--- config.mk ---
export PLATFORM = sky130hd
export DESIGN_NAME = int_alu
export DESIGN_NICKNAME = d
export VERILOG_FILES = /design/src/rtl/int_alu_pkg.sv /design/src/rtl/int_alu_addsub.sv /design/src/rtl/int_alu_logic.sv /design/src/rtl/int_alu.sv
export SDC_FILE = /design/constraint.sdc
export NUM_CORES = 1
export LEC_CHECK = 0
export BUFFER_PORTS_ARGS = -buffer_cell sky130_fd_sc_hd__buf_2
export CELL_PAD_IN_SITES_DETAIL_PLACEMENT = 2
export CELL_PAD_IN_SITES_GLOBAL_PLACEMENT = 2
export CORE_MARGIN = 3
export CORE_UTILIZATION = 33
export DETAILED_ROUTE_END_ITERATION = 10
export GPL_TIMING_DRIVEN = 0
export PLACE_DENSITY_LB_ADDON = 0.1
export SLEW_MARGIN = 20
export SYNTH_ARGS = -nofsm -noshare
export SYNTH_HDL_FRONTEND = slang
export SYNTH_SLANG_ARGS = --single-unit
export TNS_END_PERCENT = 20
--- constraint.sdc ---
create_clock -name vclk -period 23
set_clock_uncertainty 0.1 [all_clocks]
set_input_delay 2.3 -clock vclk [all_inputs]
set_output_delay 2.3 -clock vclk [all_outputs]
set_load 0.05 [all_outputs]
--- src/rtl/int_alu_pkg.sv ---
package int_alu_pkg;
  localparam int unsigned OP_W = 4;

  typedef enum logic [OP_W-1:0] {
    OP_AND  = 4'b0000,
    OP_OR   = 4'b0001,
    OP_ADD  = 4'b0010,
    OP_ADDU = 4'b0011,
    OP_XOR  = 4'b0100,
    OP_NOR  = 4'b0101,
    OP_SUB  = 4'b0110,
    OP_SLT  = 4'b0111,
    OP_SUBU = 4'b1000,
    OP_SLTU = 4'b1001
  } alu_op_e;
endpackage

--- src/rtl/int_alu_addsub.sv ---
module int_alu_addsub #(
  parameter int unsigned WIDTH = 32
) (
  input  logic [WIDTH-1:0] a_i,
  input  logic [WIDTH-1:0] b_i,
  input  logic             sub_i,
  output logic [WIDTH-1:0] sum_o,
  output logic             cout_o,
  output logic             ovf_o
);
  logic [WIDTH:0]   carry;
  logic [WIDTH-1:0] b_x;

  assign carry[0] = sub_i;

  for (genvar i = 0; i < WIDTH; i++) begin : g_fa
    assign b_x[i]     = b_i[i] ^ sub_i;
    assign sum_o[i]   = a_i[i] ^ b_x[i] ^ carry[i];
    assign carry[i+1] = (a_i[i] & b_x[i]) | (a_i[i] & carry[i]) | (b_x[i] & carry[i]);
  end

  assign cout_o = carry[WIDTH];
  // carry into sign bit differs from carry out of it
  assign ovf_o  = carry[WIDTH] ^ carry[WIDTH-1];
endmodule

--- src/rtl/int_alu_logic.sv ---
module int_alu_logic
  import int_alu_pkg::*;
#(
  parameter int unsigned WIDTH = 32
) (
  input  logic [WIDTH-1:0] a_i,
  input  logic [WIDTH-1:0] b_i,
  input  alu_op_e          op_i,
  output logic [WIDTH-1:0] res_o
);
  always_comb begin
    unique case (op_i)
      OP_AND:  res_o = a_i & b_i;
      OP_OR:   res_o = a_i | b_i;
      OP_XOR:  res_o = a_i ^ b_i;
      OP_NOR:  res_o = ~(a_i | b_i);
      default: res_o = '0;
    endcase
  end
endmodule

--- src/rtl/int_alu.sv ---
module int_alu
  import int_alu_pkg::*;
#(
  parameter int unsigned WIDTH = 32
) (
  input  logic [WIDTH-1:0] a_i,
  input  logic [OP_W-1:0]  op_i,
  input  logic [WIDTH-1:0] b_i,
  output logic [WIDTH-1:0] result_o,
  output logic             zero_o,
  output logic             ovf_o
);
  alu_op_e          op;
  logic             sub;
  logic [WIDTH-1:0] sum;
  logic             cout;
  logic             add_ovf;
  logic [WIDTH-1:0] logic_res;
  logic             lt_signed;
  logic             lt_unsigned;

  assign op  = alu_op_e'(op_i);
  assign sub = (op == OP_SUB) || (op == OP_SUBU) || (op == OP_SLT) || (op == OP_SLTU);

  int_alu_addsub #(.WIDTH(WIDTH)) u_addsub (
    .a_i   (a_i),
    .b_i   (b_i),
    .sub_i (sub),
    .sum_o (sum),
    .cout_o(cout),
    .ovf_o (add_ovf)
  );

  int_alu_logic #(.WIDTH(WIDTH)) u_logic (
    .a_i  (a_i),
    .b_i  (b_i),
    .op_i (op),
    .res_o(logic_res)
  );

  // true sign of the difference survives overflow
  assign lt_signed   = sum[WIDTH-1] ^ add_ovf;
  assign lt_unsigned = ~cout;

  always_comb begin
    result_o = '0;
    ovf_o    = 1'b0;
    case (op)
      OP_AND, OP_OR, OP_XOR, OP_NOR: result_o = logic_res;
      OP_ADD, OP_SUB: begin
        result_o = sum;
        ovf_o    = add_ovf;
      end
      OP_ADDU, OP_SUBU: result_o = sum;
      OP_SLT:           result_o = {{(WIDTH-1){1'b0}}, lt_signed};
      OP_SLTU:          result_o = {{(WIDTH-1){1'b0}}, lt_unsigned};
      default:          result_o = '0;
    endcase
  end

  assign zero_o = ~|result_o;
endmodule

After elaboration in Yosys (flattened, before gate mapping)
Index checks and enable logic that the tools add are counted.
{ "totals": {"latch_bits": 0, "mem_bits_rw": 0, "word_cells": 284, "in_bits": 68, "register_bits": 0, "mem_count": 0, "out_inout_bits": 34, "mem_bits_ro": 0} }
{ "op_classes": {"magnitude_cmp": 0, "bitwise": 263, "shifts": 0, "n_reduce_logical": 9, "addsub": 0, "n_eq_ne": 9, "mux": 3, "div_mod_pow": 0, "n_mul": 0} }
{ "ops": {"columns": ["operator", "count"], "rows": [
  ["one-hot mux 32 bit (4 select lines)", 2],
  ["bitwise XOR 1 bit", 98],
  ["bitwise AND 1 bit", 96],
  ["OR 1 bit", 64],
  ["bitwise AND 32 bit", 1],
  ["inverter 32 bit", 1],
  ["OR 32 bit", 1],
  ["OR reduction 32 bit", 1],
  ["bitwise XOR 32 bit", 1],
  ["equality test 4 x 3 -> 1 bit (second input constant)", 4],
  ["equality test 4 x 2 -> 1 bit (second input constant)", 2],
  ["equality test 4 bit (second input constant)", 2],
  ["OR reduction 4 bit", 2],
  ["equality test 4 x 1 -> 1 bit (second input constant)", 1],
  ["logical NOT 4 bit", 1],
  ["logical OR 1 bit", 3],
  ["OR reduction 2 bit", 1],
  ["logical NOT 1 bit", 1],
  ["2-to-1 mux 1 bit", 1],
  ["inverter 1 bit", 1]
]} }

Logic depth before layout (Yosys ltp)
Gate-level depths: netlist of run 1.
{ "logic_depth": {"depth_word": 106, "ltp_mapped": 46, "mapped_depth_nobuf": 41} }

Hierarchy
Synthesis of run 1 repeated with hierarchy kept, for this count alone.
{ "hier_totals": {"hier_cells": 502, "hier_area_um2": 3844.9} }
{ "by_module_without_submodules": {"columns": ["module", "area_per_inst_um2", "cells_per_inst", "seq_area_each_um2", "n_inst"], "rows": [
  ["int_alu_logic", 1983.2, 276, 0.0, 1],
  ["int_alu_addsub", 1199.9, 127, 0.0, 1],
  ["int_alu", 661.9, 99, 0.0, 1]
]} }

Worst setup path after synthesis of run 1
Ideal clock, no wire load.
{ "synth_path": {"path_kind": "input to output", "from": "input port op_i[2]", "to": "output port zero_o", "slack_ps": 1982, "required_ps": 20600, "t_arrival_ps": 18618, "cell_stages": 46, "path_cell_list": "clkbuf_8 buf_4 buf_2 nor2b_1 a21o_2 clkbuf_1 buf_2 xnor2_1 fa_1 fa_1 inv_1 fa_1 fa_1 fa_1 fa_1 fa_1 fa_1 fa_1 [10 not listed] fa_1 fa_1 fa_1 fa_1 fa_1 fa_1 fa_1 fa_1 fa_1 fa_1 fa_1 fa_1 nor4b_1 nand4_1 o41ai_1 nand4_1 or4_1 nor4b_2"} }
{ "synth_via": {"elab_chain_cells": 106, "word_cells_on_any_way": 278, "cone_classes": "9 x eq/ne; 2 x mux; 259 x bitwise; 8 x reduce/logical"} }
{ "synth_lines": {"columns": ["element", "line_no", "text"], "rows": [
  ["from (decl)", "int_alu.sv:7", "input logic [OP_W-1:0] op_i,"],
  ["equality test 4 x 3 -> 1 bit or equality test 4 bit (tied branches)", "int_alu.sv:23, int_alu.sv:48", null],
  ["logical OR 1 bit (3 in series)", "int_alu.sv:23", "assign sub = (op == OP_SUB) || (op == OP_SUBU) || (op == OP_SLT) || (op == OP_SLTU);"],
  ["bitwise XOR 1 bit", "int_alu_addsub.sv:17", "assign b_x[i] = b_i[i] ^ sub_i;"],
  ["bitwise AND 1 bit", "int_alu_addsub.sv:19", "assign carry[i+1] = (a_i[i] & b_x[i]) | (a_i[i] & carry[i]) | (b_x[i] & carry[i]);"],
  ["OR 1 bit (2 in series)", "int_alu_addsub.sv:19", null],
  ["bitwise AND 1 bit", "int_alu_addsub.sv:19", null],
  ["OR 1 bit (2 in series)", "int_alu_addsub.sv:19", null],
  ["bitwise AND 1 bit", "int_alu_addsub.sv:19", null],
  ["[84 not listed]", null, null],
  ["OR 1 bit (2 in series)", "int_alu_addsub.sv:19", null],
  ["bitwise AND 1 bit", "int_alu_addsub.sv:19", null],
  ["OR 1 bit (2 in series)", "int_alu_addsub.sv:19", null],
  ["bitwise XOR 1 bit", "int_alu_addsub.sv:24", "assign ovf_o = carry[WIDTH] ^ carry[WIDTH-1];"],
  ["bitwise XOR 1 bit", "int_alu.sv:42", "assign lt_signed = sum[WIDTH-1] ^ add_ovf;"],
  ["one-hot mux 32 bit (4 select lines) *", "int_alu.sv:48", "case (op)"],
  ["OR reduction 32 bit *", "int_alu.sv:61", "assign zero_o = ~|result_o;"],
  ["logical NOT 1 bit *", "int_alu.sv:61", null],
  ["to (decl)", "int_alu.sv:10", "output logic zero_o,"]
]} }
Mark *: on every way between the ends. The rest lies on a longest branch, timed or not.

Worst setup path after layout of run 1
Same ends and word-level chain as after synthesis.

==> metrics.md, run 1 <==
| Metric | Value |
|---|---|
| Vias/cell | about 5.0 |
| Port-buffer cells | 99 |
| Core footprint | between 10,000 and 15,000 sq um |
| Critical Path Max Stage Delay | roughly 0.57 ns |
| Initial detailed-routing violation count | 93 |
| Period utilization | around 97% |
| Peak supply drop | between 20 and 25 uV |
| Power Internal | between 50 and 60 uW |
| Crit path time final | around 22 ns |
| RD Place Congestion | ~0.84 |
| Tot GR Track Use | between 20 and 25% |
| Clock share of power | 0% |
| Hold Path Class | in2out |
| Static leakage | around 2.3 nW |
| Yosys Warn Count | 0 |
| Vias in the first global route | approximately 3,500 |
| Hold buffers post-CTS | 0 |
| Worst slew margin | approximately three fifths |
| Num sequential | 0 |
| Worst path most repeated cell | fa_1 |
| Bufs and invs on worst path | 6 |
| RSZ-0062 raised after global routing | no |
| Hold Vio Cnt, Final | 0 |
| WHS | between 5 and 6 ns |
| ANT nets after route | 0 |
| Switching power | around 95 uW |
| Cell Area, Synth | between 3000 and 4000 sq um |
| Final Slew Violations | 0 |
| Grt total ovfl | 0 |
| Logic pwr share | 100.0% |
| Design Power | 149.2 uW |
| Wire length on met1 | 5381 um |
| Antenna violations before repair | 0 |
| Final setup viols | 0 |
| Via count | approximately 3,200 |
| Fill cells | ~1,200 |
| First-pass GRT wire length | 18,910 um |
| Initial core utilization | between 30% and 40% |
| Worst slew pin tran | about 0.60 ns |
| Multi-input combinational cell area | 3167 sq um |
| Routed met2 length | about 6400 um |
| FMAX | 44.88 MHz |
| TNS Setup | 0 ns |
| Worst setup path category | in2out |
| Nets | 662 |
| Worst path top cell family by delay | adder cells |
| Syn nets | approximately 560 |
| Worst path slowest cell | fa_1 |
| CP endpoint kind | output port |
| Share of cells above drive strength 1 | roughly a quarter |
| Most frequent cell after synthesis | inv_1 |
| Die ar. | approximately 12,000 sq um |
| DRC viols | 0 |
| Seq/Total Area, Yosys | 0% |
| Synth cell count leaders | 68 x inv_1, 64 x ha_1, 51 x mux2i_1 |
| Synth-to-Final Area Change | 18.73% |
| I/O pins | roughly 100 |
| N_diodes | 0 |
| DP HPWL | around 11,000 um |
| Flop pwr share | 0% |
| Outcome | finished, final reports clean |
| Max layer used | met4 |
| Largest net degree at the start of global routing | 11 |
| Critical path required time | slightly above 20 ns |
| Die Height | around 110 um |
| Startpoint types | primary input |
| Synth area leader | ha_1 |
| Die width | about 110 um |
| Syn Inst Count | just under 400 |
| Top-area cell type share of the netlist area | 22.36% |
| DR WL met3 | 402 um |
| Sw Ratio | about 64% |
| Clock buf count | 0 |
| Syn avg cell area | about 9 sq um |
| Avg WL per Cell | 19.41 um |
| Power per cell area | approximately 35 nW/um^2 |
| Max-Cap Viols | 0 |
| Ranking of synthesized cells by area | ha_1 22%, fa_1 18%, mux2i_1 14%, xnor2_1 9.5%, inv_1 7.1% |
| Post-Route WL | about 12,000 um |
| Critical Path AT | 19.88 ns |
| DRT Pass-1 Iters | 4 |
| FF+latch area | 0 sq um |
| Num rows | 37 |
| Worst-path fanout max | 19 |
| Yosys cell types | 38 |
layout make-up:
class                      count  area share [%]
tap                          136           4.002
inverter                      68           6.004
buffer                        22           3.855
multi-input combinational    307           74.49
timing repair buffer          99           11.65
placed cells by master, fill, tap and decap left out, drive strengths merged, types with 3 or more instances in the layout:
| master | n |
|---|---|
| a21oi | 8 |
| a22o | 22 |
| buf | 111 |
| clkbuf | 10 |
| fa | 32 |
| ha | 64 |
| inv | 68 |
| mux2i | 51 |
| nand2 | 17 |
| nand4 | 3 |
| nor2 | 9 |
| nor4 | 6 |
| nor4b | 3 |
| o21ai | 5 |
| o221ai | 5 |
| or4 | 4 |
| xnor2 | 39 |
| xor2 | 25 |
worst min-delay path, stage by stage:
cell and delay [ns]:
clkbuf_8 0.13, mux2i_1 0.09, a22o_1 0.19, buf_2 0.21
power groups by stage:
stage | combinational (mW) | clock [mW] | sequential, mW
after floorplan | 0.104 | 0 | 0
after global placement | 0.146 | 0 | 0
after detailed placement | 0.150 | 0 | 0
after CTS | 0.152 | 0 | 0
after global routing | 0.163 | 0 | 0
final | 0.149 | 0 | 0
stage by stage:
step / setup WS (ns) / cell area, sq um / instances / util, %
floorplan: 1.982 / 3581 / 398 / -
global placement: 0.1141 / 4247 / 633 / 40.77
detailed placement: 0.07070 / 4247 / 633 / 40.77
CTS: 0.2139 / 4254 / 633 / 40.84
global route: 0.1170 / 4252 / 632 / 40.82
finish: 0.7170 / 4252 / 632 / 40.82
path summary, 6_finish.rpt:
check	from	endpoint	slack, ns	cells after the start
worst max-delay path	op_i[2]	zero_o	0.72	46
worst min-delay path	op_i[0]	result_o[25]	5.12	4
logic make-up (layout without fill, tap and decap cells):
kind of cell	count (synthesis)	in the layout	synth area share, %
mux	51	51	14.26
fa+ha+maj	96	96	40.25
xor+xnor	64	64	15.65
buf+inv	91	189	11.77
simple gates	51	51	8.106
compound gates	45	45	9.958
layer usage:
layer / global-route usage, % / vias to the layer above
met3: 0.1747 / 2
li1: - / 1515
met4: 0 / 0
met5: 0 / -
met2: 40.34 / 68
met1: 26.31 / 1595
what timing repair did:
item / CTS / global route
buffers inserted: 0 / 0
gates resized for setup: 1 / 1
endpoints found under the setup margin: 1 / 1
endpoints found under the hold margin: 0 / 0
No activity file was read; power rests on OpenSTA's default activity.
==> inputs of run 2 (changes only) <==
- CORE_UTILIZATION: 33 -> 30
- clock period: 23 -> 18.29 ns (I/O delays scaled with it)
==> metrics.md, run 2 (synthesized netlist as in run 1, its figures left out) <==
| Metric | Value |
|---|---|
| Outcome | finished, violations left |
| Failing checks | setup timing |
| Tot GR Track Use | a little under a fifth |
| Grt total ovfl | 0 |
| RSZ-0062 raised after global routing | yes |
| Static leakage | between 2 and 2.5 nW |
| Via count | 3,182 |
| Max-Cap Viols | 0 |
| DRC viols | 0 |
| FF+latch area | 0 sq um |
| Flop pwr share | 0% |
| FMAX | roughly 53 MHz |
| Leading cell types in the layout, fill and taps excluded | 103 x buf_2, 67 x inv_1, 64 x ha_1 |
| Period utilization | 102.8% |
| Worst-path fanout max | 10 |
| Fill cells | 1,333 |
| Power per cell area | between 40 and 50 nW/um^2 |
| Avg WL per Cell | 19.48 um |
| Nets | about 660 |
| Hold worst-path end | result_o[27] |
| Logic pwr share | 100.0% |
| Pre-CTS WS | -1.451 ns |
| Die Height | approximately 120 um |
| I/O pins | around 100 |
| Worst setup margin | -0.5183 ns |
| First-pass GRT wire length | just under 20,000 um |
| Antenna violations before repair | 0 |
| Num sequential | 0 |
| Port-buffer cells | 99 |
| Switching power | 124.6 uW |
| Startpoint types | primary input |
| Power Internal | 77.61 uW |
| Synth-to-Final Area Change | 24.53% |
| Hold Path Class | in2out |
| Critical Path Max Stage Delay | 0.51 ns |
| Final Slew Violations | 0 |
| CP endpoint kind | output port |
| Critical Path AT | about 17 ns |
| Inst Count DP | between 600 and 700 |
| Critical path required time | ~16 ns |
| Hold Vio Cnt, Final | 0 |
| Worst slew pin tran | about 0.68 ns |
| Crit path time final | 18.81 ns |
| DP HPWL | approximately 11,000 um |
| Die width | around 120 um |
| Worst path most repeated cell | fa_2 |
| Sw Ratio | between 60% and 70% |
| Commonest non-fill, non-tap cell in the layout | buf_2 |
| Worst hold start | op_i[0] |
| Peak supply drop | 13.90 uV |
| Post-Route WL | 12,490 um |
| Worst slew margin | between 50% and 60% |
| Final setup viols | 1 |
| Initial core utilization | between 30% and 40% |
| Design Power | just over 200 uW |
| Worst path slowest cell | fa_2 |
| Worst setup path category | in2out |
| Num rows | 39 |
| Vias in the first global route | between 3,000 and 4,000 |
| Clock share of power | 0% |
| Hold path cells | 4 |
| Initial detailed-routing violation count | 70 |
| Die ar. | 13,280 sq um |
| N_diodes | 0 |
| Largest net degree at the start of global routing | 11 |
| Final non-filler cell total | around 640 |
| Share of cells above drive strength 1 | between 30 and 40% |
| Clock buf count | 0 |
| Core footprint | ~12,000 sq um |
| ANT nets after route | 0 |
| DRT Pass-1 Iters | 4 |
| Vias/cell | 4.964 |
| RD Place Congestion | 0.7848 |
| Hold buffers post-CTS | 0 |
## run 2: changes by cell type in the layout (fill, tap and decap cells not counted), moves of 2 or more
cell | before | now
buf_12 | 0 | 3
fa_2 | 0 | 30
nor4b_4 | 0 | 2
fa_1 | 32 | 2
## run 2: per-stage QoR
step	util [%]	setup TNS (ns)	hold slack (ns)	instance area [sq um]
floorplan	-	0	3.896	3681
CTS	38.30	-0.9185	4.200	4429
global route	38.56	-0.9333	4.229	4459
finish	38.56	-0.5183	4.197	4459
global placement	37.66	-1.430	4.195	4355
detailed placement	37.66	-1.586	4.198	4355
## run 2: worst max-delay path, delay by kind of cell
family | cells | cell delay [ns]
fa+ha+maj | 31 | 11.88
simple gates | 6 | 1.56
buf+inv | 6 | 0.87
compound gates | 2 | 0.52
mux | 1 | 0.18
## run 2: power by group through the flow
stage               clock network (mW)  registers [mW]  logic, mW
floorplan                            0               0      0.137
global placement                     0               0      0.192
detailed placement                   0               0      0.198
CTS                                  0               0      0.202
global route                         0               0      0.222
finish                               0               0      0.202
## run 2: layout make-up
cell class / instances / area [sq um] / area share (%)
inverter: 68 / 255.2 / 5.724
tap: 143 / 178.9 / 4.012
timing repair buffer: 101 / 516.7 / 11.59
multi-input combinational: 307 / 3303 / 74.07
buffer: 22 / 205.2 / 4.602
## run 2: worst max path at each step
stage	start	to	slack, ns	cells after the start
after floorplan	op_i[2]	zero_o	0.02	46
after global routing	op_i[2]	zero_o	-0.93	46
after global placement	op_i[2]	zero_o	-1.39	47
after CTS	op_i[2]	zero_o	-0.92	46
after detailed placement	op_i[2]	zero_o	-1.45	47
final	op_i[2]	zero_o	-0.52	46
## run 2: timing repair
| item | 4_1_cts | 5_1_grt |
|---|---|---|
| buffers inserted | 2 | 0 |
| gates resized for setup | 16 | 4 |
| hold endpoints to repair | 0 | 0 |
| pin swaps | 15 | 8 |
| endpoints found under the setup margin | 2 | 2 |
## run 2: layer usage
layer  vias up  routed length (um)  GRT usage (%)
met5         -                   0              0
met4         0                   0              0
met3         0                 309         0.2105
met2        66                6389          34.95
met1      1602                5789          26.51
li1       1514                   -              -
